<file path="config.mk">
export PLATFORM = sky130hd
export DESIGN_NAME = ebc_bus_ctrl
export DESIGN_NICKNAME = d
export VERILOG_FILES = /design/src/rtl/ebc_pkg.sv /design/src/rtl/ebc_ready_sync.sv /design/src/rtl/ebc_window_track.sv /design/src/rtl/ebc_phase_seq.sv /design/src/rtl/ebc_bus_ctrl.sv
export SDC_FILE = /design/constraint.sdc
export NUM_CORES = 1
export LEC_CHECK = 0
export ABC_AREA = 1
export BUFFER_PORTS_ARGS = -buffer_cell sky130_fd_sc_hd__buf_2
export CORE_MARGIN = 2
export CORE_UTILIZATION = 51
export DETAILED_ROUTE_END_ITERATION = 8
export MAX_ROUTING_LAYER = met4
export PLACE_DENSITY = 0.81
export SYNTH_ARGS = -nofsm -noshare
export SYNTH_HDL_FRONTEND = slang
export SYNTH_HIERARCHICAL = 1
export SYNTH_SLANG_ARGS = --single-unit
</file>
<file path="constraint.sdc">
create_clock -name clk -period 2.6 [get_ports clk]
set_clock_uncertainty 0.2 [all_clocks]
set_input_delay 0.26 -clock clk [delete_from_list [all_inputs] [get_ports clk]]
set_output_delay 0.26 -clock clk [all_outputs]
set_load 0.01 [all_outputs]
</file>
<file path="src/rtl/ebc_pkg.sv">
package ebc_pkg;
  typedef enum logic [2:0] {
    PH_IDLE, PH_AB, PH_C, PH_D, PH_E, PH_WAIT, PH_F, PH_DONE
  } ebc_phase_e;
endpackage

</file>
<file path="src/rtl/ebc_ready_sync.sv">
module ebc_ready_sync (
  input  logic clk,
  input  logic rst,
  input  logic pin,
  input  logic pol,
  output logic act_now,
  output logic act_sync
);
  logic pin_q;

  always_ff @(posedge clk) begin
    if (rst) pin_q <= 1'b0;
    else     pin_q <= pin;
  end

  assign act_now  = (pin == pol);
  assign act_sync = (pin_q == pol);
endmodule

</file>
<file path="src/rtl/ebc_window_track.sv">
module ebc_window_track #(
  parameter int WW = 8
) (
  input  logic          clk,
  input  logic          rst,
  input  logic          accept,
  input  logic [WW-1:0] win,
  output logic          changed
);
  logic [WW-1:0] last_q;
  logic          seen_q;

  always_ff @(posedge clk) begin
    if (rst) begin
      last_q <= '0;
      seen_q <= 1'b0;
    end else if (accept) begin
      last_q <= win;
      seen_q <= 1'b1;
    end
  end

  assign changed = !seen_q || (win != last_q);
endmodule

</file>
<file path="src/rtl/ebc_phase_seq.sv">
module ebc_phase_seq
  import ebc_pkg::*;
#(
  parameter int NCS = 4,
  parameter int CSW = 2,
  parameter int E_W = 5
) (
  input  logic             clk,
  input  logic             rst,
  input  logic             req_valid,
  input  logic [CSW-1:0]   req_cs,
  input  logic             win_changed,
  input  logic [NCS-1:0]   cfg_ab_base,
  input  logic [2*NCS-1:0] cfg_ab_ext,
  input  logic [2*NCS-1:0] cfg_cmd,
  input  logic [NCS-1:0]   cfg_dset,
  input  logic [E_W*NCS-1:0] cfg_acc,
  input  logic [2*NCS-1:0] cfg_hold,
  input  logic [NCS-1:0]   cfg_rdy_en,
  input  logic [NCS-1:0]   cfg_rdy_async,
  input  logic [NCS-1:0]   cfg_rdy_pol,
  input  logic             rdy_now,
  input  logic             rdy_sync,
  output logic             rdy_pol,
  output logic             accept,
  output logic             acc_end,
  output ebc_phase_e       phase_q,
  output ebc_phase_e       phase_nxt
);
  localparam int CNT_W = (E_W > 3) ? E_W : 3;
  localparam logic [CNT_W-1:0] ONE = CNT_W'(1);

  logic [CNT_W-1:0] cnt_q, cnt_n;
  logic [1:0]       c_len, f_len;
  logic             d_len, ren_q, rasync_q;
  logic [E_W-1:0]   e_m1;
  logic [2:0]       ab_in;
  logic             finish;

  assign accept = (phase_q == PH_IDLE) && req_valid;

  always_comb begin
    ab_in = 3'(cfg_ab_base[req_cs]) + 3'd1
          + (win_changed ? 3'(cfg_ab_ext[req_cs*2 +: 2]) : 3'd0);
  end

  always_ff @(posedge clk) begin
    if (rst) begin
      c_len <= '0; d_len <= 1'b0; e_m1 <= '0; f_len <= '0;
      ren_q <= 1'b0; rasync_q <= 1'b0; rdy_pol <= 1'b1;
    end else if (accept) begin
      c_len    <= cfg_cmd[req_cs*2 +: 2];
      d_len    <= cfg_dset[req_cs];
      e_m1     <= cfg_acc[req_cs*E_W +: E_W];
      f_len    <= cfg_hold[req_cs*2 +: 2];
      ren_q    <= cfg_rdy_en[req_cs];
      rasync_q <= cfg_rdy_async[req_cs];
      rdy_pol  <= cfg_rdy_pol[req_cs];
    end
  end

  always_comb begin
    phase_nxt = phase_q;
    cnt_n     = cnt_q;
    finish    = 1'b0;
    case (phase_q)
      PH_IDLE: if (req_valid) begin
        phase_nxt = PH_AB;
        cnt_n     = CNT_W'(ab_in) - ONE;
      end
      PH_AB: begin
        if (cnt_q != '0) cnt_n = cnt_q - ONE;
        else if (c_len != 2'd0) begin phase_nxt = PH_C; cnt_n = CNT_W'(c_len) - ONE; end
        else if (d_len) begin phase_nxt = PH_D; cnt_n = '0; end
        else begin phase_nxt = PH_E; cnt_n = CNT_W'(e_m1); end
      end
      PH_C: begin
        if (cnt_q != '0) cnt_n = cnt_q - ONE;
        else if (d_len) begin phase_nxt = PH_D; cnt_n = '0; end
        else begin phase_nxt = PH_E; cnt_n = CNT_W'(e_m1); end
      end
      PH_D: begin
        phase_nxt = PH_E;
        cnt_n     = CNT_W'(e_m1);
      end
      PH_E: begin
        if (cnt_q != '0) cnt_n = cnt_q - ONE;
        else if (!ren_q) finish = 1'b1;
        else if (rasync_q) phase_nxt = PH_WAIT;
        else if (rdy_now) finish = 1'b1;
        else phase_nxt = PH_WAIT;
      end
      PH_WAIT: if (rasync_q ? rdy_sync : rdy_now) finish = 1'b1;
      PH_F: begin
        if (cnt_q != '0) cnt_n = cnt_q - ONE;
        else phase_nxt = PH_DONE;
      end
      PH_DONE: phase_nxt = PH_IDLE;
      default: phase_nxt = PH_IDLE;
    endcase
    if (finish) begin
      if (f_len != 2'd0) begin phase_nxt = PH_F; cnt_n = CNT_W'(f_len) - ONE; end
      else phase_nxt = PH_DONE;
    end
  end

  assign acc_end = finish;

  always_ff @(posedge clk) begin
    if (rst) begin
      phase_q <= PH_IDLE;
      cnt_q   <= '0;
    end else begin
      phase_q <= phase_nxt;
      cnt_q   <= cnt_n;
    end
  end

  assert_done_to_idle_R11: assert property (@(posedge clk) disable iff (rst)
    phase_q == PH_DONE |=> phase_q == PH_IDLE);
  assert_wait_needs_ready_R10: assert property (@(posedge clk) disable iff (rst)
    phase_q == PH_WAIT |-> ren_q);
  assert_async_min_wait_R8: assert property (@(posedge clk) disable iff (rst)
    (phase_q == PH_E && cnt_q == '0 && ren_q && rasync_q) |=> phase_q == PH_WAIT);
  assert_no_restart_busy_R12: assert property (@(posedge clk) disable iff (rst)
    (phase_q inside {PH_C, PH_D, PH_E, PH_WAIT, PH_F, PH_DONE}) |=> phase_q != PH_AB);
endmodule

</file>
<file path="src/rtl/ebc_bus_ctrl.sv">
module ebc_bus_ctrl
  import ebc_pkg::*;
#(
  parameter int NCS     = 4,
  parameter int CSW     = $clog2(NCS),
  parameter int AW      = 24,
  parameter int DW      = 16,
  parameter int BEW     = DW / 8,
  parameter int WIN_LSB = 16,
  parameter int E_W     = 5
) (
  input  logic               clk,
  input  logic               rst,
  input  logic               req_valid,
  input  logic [CSW-1:0]     req_cs,
  input  logic [AW-1:0]      req_addr,
  input  logic [DW-1:0]      req_wdata,
  input  logic               req_write,
  input  logic [BEW-1:0]     req_be,
  input  logic               req_mux,
  output logic               busy,
  output logic               done,
  output logic [DW-1:0]      rdata,
  input  logic [NCS-1:0]     cfg_ab_base,
  input  logic [2*NCS-1:0]   cfg_ab_ext,
  input  logic [2*NCS-1:0]   cfg_cmd,
  input  logic [NCS-1:0]     cfg_dset,
  input  logic [E_W*NCS-1:0] cfg_acc,
  input  logic [2*NCS-1:0]   cfg_hold,
  input  logic [NCS-1:0]     cfg_rdy_en,
  input  logic [NCS-1:0]     cfg_rdy_async,
  input  logic [NCS-1:0]     cfg_rdy_pol,
  output logic               bus_ale,
  output logic [NCS-1:0]     bus_cs,
  output logic               bus_rd,
  output logic               bus_wr,
  output logic [AW-1:0]      bus_addr,
  output logic [BEW-1:0]     bus_be,
  output logic [DW-1:0]      bus_ad_out,
  output logic               bus_ad_oe,
  input  logic [DW-1:0]      bus_din,
  input  logic               bus_ready
);
  localparam int WW = AW - WIN_LSB;

  ebc_phase_e     phase_q, phase_nxt;
  logic           accept, acc_end, win_changed;
  logic           rdy_now, rdy_sync, rdy_pol;
  logic           lat_write, lat_mux;
  logic [CSW-1:0] lat_cs;
  logic [DW-1:0]  lat_alo, lat_wdata;

  ebc_window_track #(.WW(WW)) u_win (
    .clk(clk), .rst(rst), .accept(accept),
    .win(req_addr[AW-1:WIN_LSB]), .changed(win_changed)
  );

  ebc_ready_sync u_rdy (
    .clk(clk), .rst(rst), .pin(bus_ready), .pol(rdy_pol),
    .act_now(rdy_now), .act_sync(rdy_sync)
  );

  ebc_phase_seq #(.NCS(NCS), .CSW(CSW), .E_W(E_W)) u_seq (
    .clk(clk), .rst(rst), .req_valid(req_valid), .req_cs(req_cs),
    .win_changed(win_changed),
    .cfg_ab_base(cfg_ab_base), .cfg_ab_ext(cfg_ab_ext), .cfg_cmd(cfg_cmd),
    .cfg_dset(cfg_dset), .cfg_acc(cfg_acc), .cfg_hold(cfg_hold),
    .cfg_rdy_en(cfg_rdy_en), .cfg_rdy_async(cfg_rdy_async), .cfg_rdy_pol(cfg_rdy_pol),
    .rdy_now(rdy_now), .rdy_sync(rdy_sync), .rdy_pol(rdy_pol),
    .accept(accept), .acc_end(acc_end), .phase_q(phase_q), .phase_nxt(phase_nxt)
  );

  // Values of the running request, taken from the inputs on the accept edge.
  logic           cur_write, cur_mux, in_cyc, cmd_ph, drive_ph, addr_ph;
  logic [CSW-1:0] cur_cs;
  logic [DW-1:0]  cur_alo, cur_wdata;
  logic [NCS-1:0] cs_vec;

  always_comb begin
    cur_write = accept ? req_write : lat_write;
    cur_mux   = accept ? req_mux   : lat_mux;
    cur_cs    = accept ? req_cs    : lat_cs;
    cur_alo   = accept ? req_addr[DW-1:0] : lat_alo;
    cur_wdata = accept ? req_wdata : lat_wdata;
    in_cyc    = phase_nxt inside {PH_AB, PH_C, PH_D, PH_E, PH_WAIT, PH_F};
    cmd_ph    = phase_nxt inside {PH_D, PH_E, PH_WAIT};
    drive_ph  = phase_nxt inside {PH_C, PH_D, PH_E, PH_WAIT, PH_F};
    addr_ph   = cur_mux && (phase_nxt == PH_AB);
    cs_vec    = '0;
    if (in_cyc) cs_vec[cur_cs] = 1'b1;
  end

  always_ff @(posedge clk) begin
    if (rst) begin
      lat_write <= 1'b0; lat_mux <= 1'b0; lat_cs <= '0;
      lat_alo <= '0; lat_wdata <= '0;
      bus_addr <= '0; bus_be <= '0;
      bus_ale <= 1'b0; bus_cs <= '0; bus_rd <= 1'b0; bus_wr <= 1'b0;
      bus_ad_out <= '0; bus_ad_oe <= 1'b0;
      done <= 1'b0; rdata <= '0;
    end else begin
      if (accept) begin
        lat_write <= req_write; lat_mux <= req_mux; lat_cs <= req_cs;
        lat_alo   <= req_addr[DW-1:0]; lat_wdata <= req_wdata;
        bus_addr  <= req_addr; bus_be <= req_be;
      end
      bus_ale    <= (phase_nxt == PH_AB);
      bus_cs     <= cs_vec;
      bus_rd     <= cmd_ph && !cur_write;
      bus_wr     <= cmd_ph && cur_write;
      bus_ad_oe  <= addr_ph || (cur_write && drive_ph);
      bus_ad_out <= addr_ph ? cur_alo : cur_wdata;
      done       <= (phase_nxt == PH_DONE);
      if (acc_end && !lat_write) rdata <= bus_din;
    end
  end

  assign busy = (phase_q != PH_IDLE);

  assert_cmd_exclusive_R6: assert property (@(posedge clk) disable iff (rst)
    !(bus_rd && bus_wr));
  assert_cs_onehot_R6: assert property (@(posedge clk) disable iff (rst)
    $onehot0(bus_cs));
  assert_ale_setup_only_R6: assert property (@(posedge clk) disable iff (rst)
    bus_ale |-> (!bus_rd && !bus_wr && bus_cs != '0));
  assert_read_released_R4: assert property (@(posedge clk) disable iff (rst)
    bus_rd |-> !bus_ad_oe);
  assert_done_single_R11: assert property (@(posedge clk) disable iff (rst)
    done |=> !done);
endmodule

</file>
==> After elaboration in Yosys (flattened, before gate mapping) <==
Index checks and enable logic that the tools add are counted.
Widths: inputs -> output; s select.
{ "totals": {"word_cells": 129, "mem_count": 0, "mem_bits_ro": 0, "out_inout_bits": 68, "reg_bits": 134, "latch_bits": 0, "ramBits": 0, "in_bits": 130} }
{ "op_classes": {"bitwise_logic": 1, "n_mux": 48, "div": 0, "order_cmp": 3, "eq_ne": 17, "multipliers": 1, "add_sub_neg": 6, "reduce_logical": 22, "n_shift": 4} }
{ "op_table": {"columns": ["operator", "n"], "rows": [
  ["$mux 16", 3],
  ["$mux 5", 8],
  ["$mux 3", 11],
  ["$pmux 5 s5", 1],
  ["$eq 3x3->1 const B", 8],
  ["$shiftx 8x4->2", 3],
  ["$pmux 3 s7", 1],
  ["$shiftx 20x6->5", 1],
  ["$mux 1", 15],
  ["$eq 3x2->1 const B", 4],
  ["$bmux 1 s2", 5],
  ["$reduce_bool 5->1", 2],
  ["$ne 8x8->1", 1],
  ["$logic_and 1x1->1", 7],
  ["$eq 3x1->1 const B", 2],
  ["$lt 2x3->1 const B", 2],
  ["$reduce_bool 3->1", 2],
  ["$reduce_bool 6->1", 1],
  ["$sub 2x1->3 const B", 2],
  ["$mul 2x3->5 const B", 1],
  ["$sub 5x1->5 const B", 1],
  ["$mux 2", 2],
  ["$reduce_bool 2->1", 2],
  ["$reduce_or 2->1", 2],
  ["other kinds (11)", 15]
]} }

==> Logic depth before layout (Yosys ltp) <==
Gate-level depths: netlist of run 1.
{ "logic_depth": {"depth_word": 11, "depth_mapped": 17, "ltp_nobuf": 17} }

==> Hierarchy <==
The synthesis of run 1 kept the hierarchy.
{ "modules_own_cells": {"columns": ["mod", "cells_each", "seq_area_each_um2", "area_per_inst_um2", "n_inst"], "rows": [
  ["ebc_bus_ctrl", 479, 2062.0, 3659.8, 1],
  ["ebc_phase_seq", 294, 420.4, 1735.4, 1],
  ["ebc_window_track", 72, 180.2, 519.2, 1],
  ["ebc_ready_sync", 11, 20.0, 57.6, 1]
]} }

==> Worst setup path before layout of run 1 <==
OpenSTA, ideal clock, no wires.
{ "synth_path": {"kind": "register to register", "startpoint": "register u_seq.cnt_q[0]", "endpoint": "register bus_ad_out[10]", "slack_ns": 0.387, "n_path_buf": 1, "setup_ns": 0.113, "arrival_time_ns": 1.900, "path_stages_with_launch": 14, "required_time_ns": 2.287, "period_less_slack_ns": 2.213, "cell_sequence": "dfxtp_1 inv_1 ha_1 nand3b_1 o21ai_0 o21ai_0 a21oi_1 nor2_1 nand2_1 nor2_1 nand2_4 buf_2 nor2_1 nor2_1"} }
{ "synth_via": {"elab_chain_cells": 7, "word_cells_on_any_way": 12, "cone_classes": "eq/ne (1); mux (9); reduce/logical (2)"} }
{ "synth_rtl": {"columns": ["element", "line_no", "text"], "rows": [
  ["start: declaration", "ebc_phase_seq.sv:33", "logic [CNT_W-1:0] cnt_q, cnt_n;"],
  ["start signal: assignment", "ebc_phase_seq.sv:115", "cnt_q <= cnt_n;"],
  ["$reduce_bool 5->1 *", null, null],
  ["$mux 3, or another cell as far along", "ebc_phase_seq.sv:95", "if (cnt_q != '0) cnt_n = cnt_q - ONE;"],
  ["$pmux 3 s7 / $pmux 1 s2 (equally long branches)", "ebc_phase_seq.sv:66", "case (phase_q)"],
  ["$mux 3 *", "ebc_phase_seq.sv:101", "if (finish) begin"],
  ["named net phase_nxt[0]", "ebc_bus_ctrl.sv:46", "ebc_phase_e phase_q, phase_nxt;"],
  ["$eq 3x1->1 *", "ebc_bus_ctrl.sv:88", "addr_ph = cur_mux && (phase_nxt == PH_AB);"],
  ["$logic_and 1x1->1 *", "ebc_bus_ctrl.sv:88", null],
  ["$mux 16 *", "ebc_bus_ctrl.sv:112", "bus_ad_out <= addr_ph ? cur_alo : cur_wdata;"],
  ["end signal: assignment", "ebc_bus_ctrl.sv:112", null],
  ["end: declaration", "ebc_bus_ctrl.sv:39", "output logic [DW-1:0] bus_ad_out,"]
]} }
Mark *: on every way through the listed nets, which the timed path passes. The rest lies on a longest branch.
A chain may end at the register's enable or synchronous reset.

==> Final worst setup path of run 1 <==
{ "layout_path": {"startpoint": "register u_seq.phase_q[2]", "endpoint": "register u_seq.f_len[0]"} }
{ "layout_via": {"elab_chain_cells": 2} }
{ "layout_rtl": {"columns": ["element", "line_no", "text"], "rows": [
  ["start: declaration", "ebc_phase_seq.sv:27", "output ebc_phase_e phase_q,"],
  ["start signal: assignment", "ebc_phase_seq.sv:114", "phase_q <= phase_nxt;"],
  ["$logic_not 3->1", "ebc_phase_seq.sv:40", "assign accept = (phase_q == PH_IDLE) && req_valid;"],
  ["$logic_and 1x1->1", "ebc_phase_seq.sv:40", null],
  ["named net accept", "ebc_bus_ctrl.sv:47", "logic accept, acc_end, win_changed;"],
  ["end signal: assignment", "ebc_phase_seq.sv:55", "f_len <= cfg_hold[req_cs*2 +: 2];"],
  ["end: declaration", "ebc_phase_seq.sv:34", "logic [1:0] c_len, f_len;"]
]} }
The timed path passes the listed nets, and every way through them passes these cells.

==> impl_metrics.py, run 1 <==
metrics = {
    "power": {
        "power_mw": 8.47,
        "ir_worst_vdd_uv": 752,
        "p_per_area_nw_per_um2": 1020,
        "p_leak_nw": 4.24,
    },
    "place": {
        "dp_hpwl_mm": 11.6,
        "place_ws_ns": 0.0714,
        "place_congestion": 0.959,
        "io_buffers": 197,
    },
    "synthesis": {
        "ys_async_sr_fraction_pct": 0,
        "synth-seq-area-share_pct": 44.9,
        "synth_top_area_share_pct": 44.9,
        "ys_types": 38,
        "synth_edf_count": 0,
        "ys.flop_type": "dfxtp_1",
        "yosysTopAreaCell": "dfxtp_1",
        "synth.avg_cell_area_sq_um": 6.98,
        "synth_fp_nets": 989,
        "synthTopCellsByArea": "dfxtp_1 45%, nand2_1 12%, nor2_1 12%",
        "ys_ff_latch": 134,
        "syn_inst": 856,
        "synth_area_sq_um": 5970,
        "ys.warnings.count": 6,
    },
    "finish": {
        "multi_input_area_sq_um": 2820,
        "antenna_cells": 0,
        "final_common_cell": "buf_2",
        "fill_cells": 906,
        "nets": 1245,
        "register_area_sq_um": 2680,
        "layout-drive-gt1-share_pct": 25.3,
        "syn_to_final_growth_pct": 39.3,
        "final_cell_mix": "197 x buf_2, 186 x nand2_1, 184 x nor2_1, 134 x dfxtp_1, 91 x o21ai_0",
    },
    "drt": {
        "antenna_left": 0,
        "wirelength_mm": 17.7,
        "wl_per_cell_um": 13.9,
        "drc": 0,
        "first_iter_violations": 595,
        "vias": 6436,
        "firstDrtPassIters": 5,
        "vias_per_cell": 5.08,
    },
    "worst_setup_path": {
        "cp_top_family": "buffers and inverters",
        "cp_cell_sequence": "nor3_4 -> nand2_1 -> clkinv_2 -> buf_12 -> o21ai_0 -> a31oi_1 -> dlygate4sd3_1",
        "worstPathMaxFanout": 71,
        "slowest_stage": "dlygate4sd3_1",
        "crit_type": "reg -> reg",
        "r2r_start": "u_seq/phase_q[2]",
        "worstSetupStartpointType": "flop",
        "slowest_delay_ns": 0.56,
        "crit_arrival_ns": 2.61,
        "crit_required_ns": 2.75,
        "cp_num_buf_inv": 3,
        "endpoint_kind": "flop",
        "worstSetupStartpoint": "u_seq/phase_q[2]",
    },
    "timing": {
        "holdWs_ns": 0.0116,
        "rsz0062_at_grt": "false",
        "max_freq_mhz": 407,
        "finalHoldViolations": 0,
        "fin_crit_ns": 2.46,
        "period_share_pct": 94.5,
        "tns_ns": 0,
        "slew_headroom_pct": 61.6,
        "setup_violations": 0,
        "tightestPinTransition_ns": 0.576,
        "maxSlewViolCount": 0,
        "setup_slack_ns": 0.144,
    },
    "clock_tree": {
        "cts_tree": "done",
        "cts_htree_levels": 4,
        "clock_path_buffers": 2,
        "cts_buffers": 17,
        "clkLatencyLatePin_ns": 0.41,
        "clk_pin_slew_worst_paths_ns": 0.06,
        "clkSinkCount": 134,
        "root_buffer": "clkbuf_16",
    },
    "min_path": {
        "hold_class": "in -> reg",
        "min_from": "cfg_rdy_async[3]",
    },
    "run_status": {
        "status": "complete, no violations",
    },
    "global_route": {
        "grt_pass1_wl_mm": 29.0,
        "grt_pass1_vias": 6307,
        "gr-total-overflow": 0,
        "track_usage_pct": 29.1,
        "grt_antenna_before_repair": 0,
        "grt_max_degree": 72,
    },
    "floorplan": {
        "rows": 39,
        "core_area_sq_um": 11400,
        "die_w_um": 112,
        "io_pins": 198,
        "die_h_um": 112,
        "fp.dieArea_sq_um": 12600,
        "start_util_pct": 52.3,
    },
    "job": {
        "drv_cap": 0,
    },
}
## registers in the layout, summed over array words and instances (netlist names), 3 cells and up
register	cells
bus_ad_out	16
rdata	16
u_seq/cnt_q	5
u_seq/e_m1	5
lat_wdata	16
u_win/last_q	8
u_seq/phase_q	3
lat_alo	16
bus_cs	4
bus_addr	24
## what timing repair did
action                                  in CTS  in global routing
buffers inserted                             0                  1
resized for setup                            0                 14
hold endpoints to repair                    81                  0
endpoints found under the setup margin       0                 18
hold buffers                                65                  0
## kinds of logic after synthesis
family | after synthesis | share of synthesized area, %
fa+ha+maj | 3 | 0.629
compound gates | 175 | 16.5
simple gates | 423 | 28.8
buf+inv | 118 | 8.72
flops | 134 | 44.9
xor+xnor | 3 | 0.440
## layout make-up
cell class              instances  share of cell area [%]
flip-flops and latches        134                    32.2
clock inverters                 9                    1.23
multi-input cells             605                    33.9
repair buffers                279                    21.5
inverters                      75                    3.40
well taps                     143                    2.15
clock buffers                  22                    5.58
## Yosys cell counts, types with 2 or more instances
master / count
buf_2: 13
a31oi_1: 13
nand3b_1: 2
nor2_2: 4
nand2_1: 188
xnor2_1: 2
dfxtp_1: 134
o21ai_0: 93
o211ai_1: 4
o21ai_2: 2
clkbuf_1: 18
nand2_2: 4
nor3_1: 9
a21oi_1: 47
inv_1: 69
inv_2: 6
nand3_1: 12
buf_1: 4
a211oi_2: 7
buf_4: 2
ha_1: 3
buf_6: 5
nand4_1: 6
nor2_1: 188
nand2_4: 4
nand3_2: 2
o21ai_1: 4
## where the power goes
group	leakage [nW]	switching, mW	internal, mW
registers	1.10	0.348	2.70
clock network	0.272	0.853	1.45
logic	2.87	1.93	1.19
total	4.24	3.14	5.33
## stage by stage
stage | cells | cell area (sq um) | util [%]
after global placement | 1169 | 7040 | 61.7
after detailed placement | 1169 | 7040 | 61.7
after global routing | 1267 | 8320 | 72.9
after floorplan | 856 | 5970 | -
final | 1267 | 8320 | 72.9
after CTS | 1265 | 8260 | 72.4
## tightest hold or removal path: cells and delay by family
| kind | cells | cell delay, ns |
|---|---|---|
| AOI/OAI and AO/OA | 2 | 0.25 |
| buffers and inverters | 1 | 0.07 |
## path summary, 6_finish.rpt
| kind | slack [ns] | cells after the start | end |
|---|---|---|---|
| max | 0.14 | 7 | u_seq/f_len[0] |
| min | 0.01 | 3 | u_seq/rasync_q |
| max reg2reg | 0.14 | 7 | u_seq/f_len[0] |
| min reg2reg | 0.26 | 2 | bus_addr[0] |
## metal layers
| layer | wire, um | GRT usage (%) | vias to the layer above |
|---|---|---|---|
| met5 | 0 | - | - |
| met4 | 357 | 10.0 | 0 |
| met3 | 1140 | 6.37 | 26 |
| met2 | 8310 | 46.3 | 227 |
| met1 | 7860 | 37.0 | 2949 |
| li1 | - | - | 3234 |
(Power assumes the default switching activity.)
==> inputs of run 2 (changes only) <==
GPL_TIMING_DRIVEN = 1   (was unset)
REMOVE_ABC_BUFFERS = 1   (was unset)
==> run 2 against run 1 <==
  * Global-route usage is 0.76 points lower
  * Register-to-register slack worse by 0.05 ns
  * Worst hold slack worse by 0.011 ns
  * Fmax is 2.1% lower
  * Flip-flop and latch count stayed put
  * First-iteration DRC count is 22% lower
  * Setup slack worse by 0.054 ns
  * Largest power group unchanged
==> impl_metrics.py, run 2 (synthesized netlist as in run 1, its figures left out) <==
metrics = {
    "drt": {
        "wirelength_mm": 17.9,
        "antenna_left": 0,
        "first_iter_violations": 467,
        "drc": 0,
        "vias_per_cell": 5.12,
        "wl_per_cell_um": 14.0,
        "firstDrtPassIters": 6,
        "vias": 6539,
    },
    "power": {
        "p_leak_nw": 4.30,
        "power_mw": 8.62,
        "p_per_area_nw_per_um2": 1020,
        "ir_worst_vdd_uv": 632,
    },
    "clock_tree": {
        "cts_tree": "done",
        "cts_htree_levels": 4,
        "clkLatencyLatePin_ns": 0.42,
        "clkSinkCount": 134,
        "clock_path_buffers": 2,
        "cts_buffers": 17,
        "root_buffer": "clkbuf_16",
        "clk_pin_slew_worst_paths_ns": 0.06,
    },
    "finish": {
        "fill_cells": 864,
        "layout-drive-gt1-share_pct": 25.2,
        "largest_reg_flops": 24,
        "nets": 1254,
        "antenna_cells": 0,
        "syn_to_final_growth_pct": 41.3,
        "final_common_cell": "buf_2",
        "fin_util_pct": 73.9,
        "top_register": "bus_addr",
        "final_cell_mix": "197 x buf_2, 188 x nand2_1, 185 x nor2_1, 134 x dfxtp_1, 92 x o21ai_0",
    },
    "place": {
        "place_congestion": 0.926,
        "io_buffers": 197,
        "dp_hpwl_mm": 11.2,
    },
    "worst_setup_path": {
        "worstSetupStartpointType": "flop",
        "slowest_delay_ns": 0.36,
        "worstPathMaxFanout": 16,
        "slowest_stage": "dfxtp_1",
        "cp_cell_sequence": "inv_1 -> ha_1 -> nand3b_1 -> o21ai_1 -> o21ai_0 -> a21oi_1 -> nor2_4 -> nand2_1 -> nor2_4 -> buf_12 -> nand2_8 -> nand2_1 -> nand2_1 -> nor2_1",
        "crit_top_cell": "nand2_1",
        "crit_required_ns": 2.75,
        "crit_arrival_ns": 2.66,
        "endpoint_kind": "flop",
        "crit_type": "reg -> reg",
    },
    "global_route": {
        "gr-total-overflow": 0,
        "grtUsageMet2_pct": 48.3,
        "track_usage_pct": 28.4,
        "top_usage_layer": "met2",
        "grt_max_degree": 56,
        "grt_pass1_vias": 6332,
        "grtUsageMet1_pct": 31.8,
        "grt_antenna_before_repair": 0,
        "use_met3_pct": 7.72,
        "grt_pass1_wl_mm": 28.3,
    },
    "timing": {
        "holdWs_ns": 0.000267,
        "maxSlewViolCount": 0,
        "setup_violations": 0,
        "max_freq_mhz": 398,
        "tightestPinTransition_ns": 0.624,
        "slew_headroom_pct": 58.4,
        "tns_ns": 0,
        "finalHoldViolations": 0,
        "period_share_pct": 96.5,
        "fin_crit_ns": 2.51,
    },
    "floorplan": {
        "start_util_pct": 52.3,
        "die_w_um": 112,
        "io_pins": 198,
        "core_area_sq_um": 11400,
        "rows": 39,
        "die_h_um": 112,
        "fp.dieArea_sq_um": 12600,
    },
    "run_status": {
        "status": "complete, no violations",
    },
    "min_path": {
        "hold_class": "in -> reg",
    },
    "job": {
        "drv_cap": 0,
    },
}
## run 2: final cells by class
cell class	count	area (sq um)	share of cell area, %
Tap cell	143	179	2.12
Clock buffer	22	484	5.74
Inverter	75	283	3.35
Clock inverter	10	95.1	1.13
Sequential cell	134	2680	31.8
Timing Repair Buffer	287	1880	22.3
Multi-Input combinational cell	606	2830	33.6
## run 2: metrics by stage
stage                     setup WS, ns  instances  instance area, sq um
after floorplan                 -0.458        813                  5730
after global placement           0.186       1169                  7030
after detailed placement        0.0637       1169                  7030
after CTS                       0.0366       1271                  8310
after global routing           -0.0841       1277                  8440
final                           0.0904       1277                  8440
## run 2: power breakdown
group	switching, mW	total [mW]	internal, mW
clock	0.893	2.31	1.42
sequential	0.327	3.02	2.70
combinational	2.00	3.29	1.29
total	3.22	8.62	5.40
## run 2: per-layer routing
layer,vias up,share of wire [%]
met1,3006,41
met2,221,50
met5,-,0
met3,41,5.6
met4,0,2.8
li1,3271,-
## run 2: worst max-delay path, delay by kind of cell, from the launching register on
kind	cells	cell delay (ns)
adders and majority gates	1	0.24
buffers and inverters	2	0.22
and+or+nand+nor	8	1.00
DFF	1	0.36
AOI/OAI and AO/OA	3	0.42
## run 2: worst paths after layout
check	startpoint	end	slack, ns	cells past startpoint
hold reg to reg	bus_addr[13]	bus_addr[13]	0.26	2
hold / removal	req_wdata[2]	lat_wdata[2]	0.0003	5
setup reg to reg	u_seq/cnt_q[0]	bus_ad_out[13]	0.09	14
setup / recovery	u_seq/cnt_q[0]	bus_ad_out[13]	0.09	14
## run 2: timing repair
| action | CTS | global route |
|---|---|---|
| endpoints found under the hold margin | 89 | 0 |
| setup endpoints to repair | 0 | 18 |
| buffers inserted | 0 | 3 |
| hold buffers | 70 | 0 |
| gates resized for setup | 0 | 10 |
==> inputs of run 3 (changes only) <==
CORE_ASPECT_RATIO = 0.8   (was unset)
==> run 3 against run 2 <==
  * Setup slack improved by 0.041 ns
  * Non-clock buffer count down 1
  * First-iteration DRC count is 27% lower
  * Clock power grew 10%
  * Critical path type unchanged
  * Critical endpoint is now u_seq/c_len[0]
  * Largest cell class unchanged
  * Highest routed layer unchanged
==> impl_metrics.py, run 3 (synthesized netlist as in run 1, its figures left out) <==
metrics = {
    "finish": {
        "layout-drive-gt1-share_pct": 25.5,
        "antenna_cells": 0,
        "final_common_cell": "buf_2",
        "syn_to_final_growth_pct": 41.9,
        "largest_reg_flops": 24,
        "nets": 1253,
        "finalNonFillerCells": 1280,
        "register_area_sq_um": 2690,
        "fin_util_pct": 73.9,
        "fill_cells": 888,
        "multi_input_area_sq_um": 2840,
        "final_cell_mix": "197 x buf_2, 187 x nand2_1, 185 x nor2_1, 132 x dfxtp_1, 91 x o21ai_0",
        "top_register": "bus_addr",
    },
    "worst_setup_path": {
        "worstSetupStartpoint": "u_seq/phase_q[1]",
        "crit_required_ns": 2.76,
        "crit_arrival_ns": 2.63,
        "worstPathMaxFanout": 15,
        "crit_type": "reg -> reg",
        "endpoint_kind": "flop",
        "r2r_start": "u_seq/phase_q[1]",
        "worstSetupStartpointType": "flop",
    },
    "global_route": {
        "track_usage_pct": 29.0,
        "grt_pass1_wl_mm": 29.0,
        "grt_pass1_vias": 6393,
        "grt_max_degree": 43,
        "grt_antenna_before_repair": 0,
        "gr-total-overflow": 0,
    },
    "clock_tree": {
        "clock_path_buffers": 2,
        "clkLatencyLatePin_ns": 0.42,
        "clkSinkCount": 134,
        "cts_tree": "done",
        "cts_htree_levels": 4,
        "clk_pin_slew_worst_paths_ns": 0.06,
        "root_buffer": "clkbuf_16",
        "cts_buffers": 17,
    },
    "drt": {
        "met2_length_mm": 8.46,
        "wl_per_cell_um": 13.9,
        "drc": 0,
        "antenna_left": 0,
        "wl_met1_mm": 7.75,
        "vias": 6512,
        "wl_met3_mm": 1.19,
        "vias_per_cell": 5.09,
        "firstDrtPassIters": 5,
        "first_iter_violations": 340,
        "wirelength_mm": 17.8,
        "routed.top_layer": "met4",
    },
    "place": {
        "io_buffers": 197,
        "place_congestion": 0.923,
        "dp_cells": 1177,
        "dp_hpwl_mm": 11.2,
    },
    "floorplan": {
        "fp.dieArea_sq_um": 12600,
        "die_w_um": 125,
        "start_util_pct": 52.1,
        "io_pins": 198,
        "core_area_sq_um": 11500,
        "die_h_um": 101,
        "rows": 35,
    },
    "timing": {
        "period_share_pct": 95.0,
        "setup_violations": 0,
        "fin_crit_ns": 2.47,
        "maxSlewViolCount": 0,
        "slew_headroom_pct": 58.0,
        "max_freq_mhz": 405,
        "finalHoldViolations": 0,
        "tightestPinTransition_ns": 0.630,
    },
    "min_path": {
        "min_from": "req_wdata[3]",
        "hold_class": "in -> reg",
    },
    "power": {
        "p_leak_nw": 4.32,
        "ir_worst_vdd_uv": 565,
        "p_per_area_nw_per_um2": 1040,
    },
    "run_status": {
        "status": "complete, no violations",
    },
    "job": {
        "drv_cap": 0,
    },
}
## run 3: per-layer routing
metal / global-route usage (%) / up-vias
li1: - / 3269
met1: 34.1 / 2983
met2: 49.2 / 224
met4: 10.4 / 0
met3: 6.85 / 36
met5: - / -
## run 3: path summary, 6_finish.rpt
path               endpoint  slack, ns  depth (start not counted)
min reg2reg     bus_addr[1]       0.26                          2
max reg2reg  u_seq/c_len[0]       0.13                          8
max          u_seq/c_len[0]       0.13                          8
min            lat_wdata[3]      0.005                          5
## run 3: through the flow
step	cell area, sq um	setup slack, ns	TNS, ns	power [mW]	hold slack [ns]
2_1_floorplan	5730	-0.458	-8.89	4.80	0.129
3_3_place_gp	7060	0.190	0	5.83	0.247
3_5_place_dp	7060	0.0822	0	5.87	0.249
4_1_cts	8380	0.0287	0	8.58	0.000932
5_1_grt	8480	-0.0335	-0.260	9.44	0.0369
6_report	8480	0.131	0	8.84	0.00539
## run 3: worst max-delay path, stage by stage (launching register included)
cell,delay [ns]
dfxtp_1,0.36
buf_4,0.19
nor3_4,0.24
nand2_2,0.18
inv_8,0.16
buf_4,0.21
o21ai_0,0.11
a31oi_1,0.18
dlygate4sd3_1,0.57
## run 3: report_power, final
group          leakage, nW  switching (mW)  internal [mW]
registers             1.10           0.343           2.70
logic                 2.91            1.98           1.27
clock network        0.307           0.896           1.66
## run 3: final cells by class
| cell class | instances | area share (%) |
|---|---|---|
| repair buffers | 286 | 21.8 |
| well taps | 148 | 2.18 |
| clock inverters | 11 | 2.04 |
| clock buffers | 20 | 5.39 |
| inverters | 75 | 3.41 |
| multi-input cells | 606 | 33.5 |
| flip-flops and latches | 134 | 31.7 |
## run 3: what timing repair did
item / CTS / global route
setup buffers: 0 / 1
gates resized for setup: 0 / 18
setup endpoints to repair: 0 / 32
hold endpoints to repair: 81 / 0
hold buffers: 69 / 0
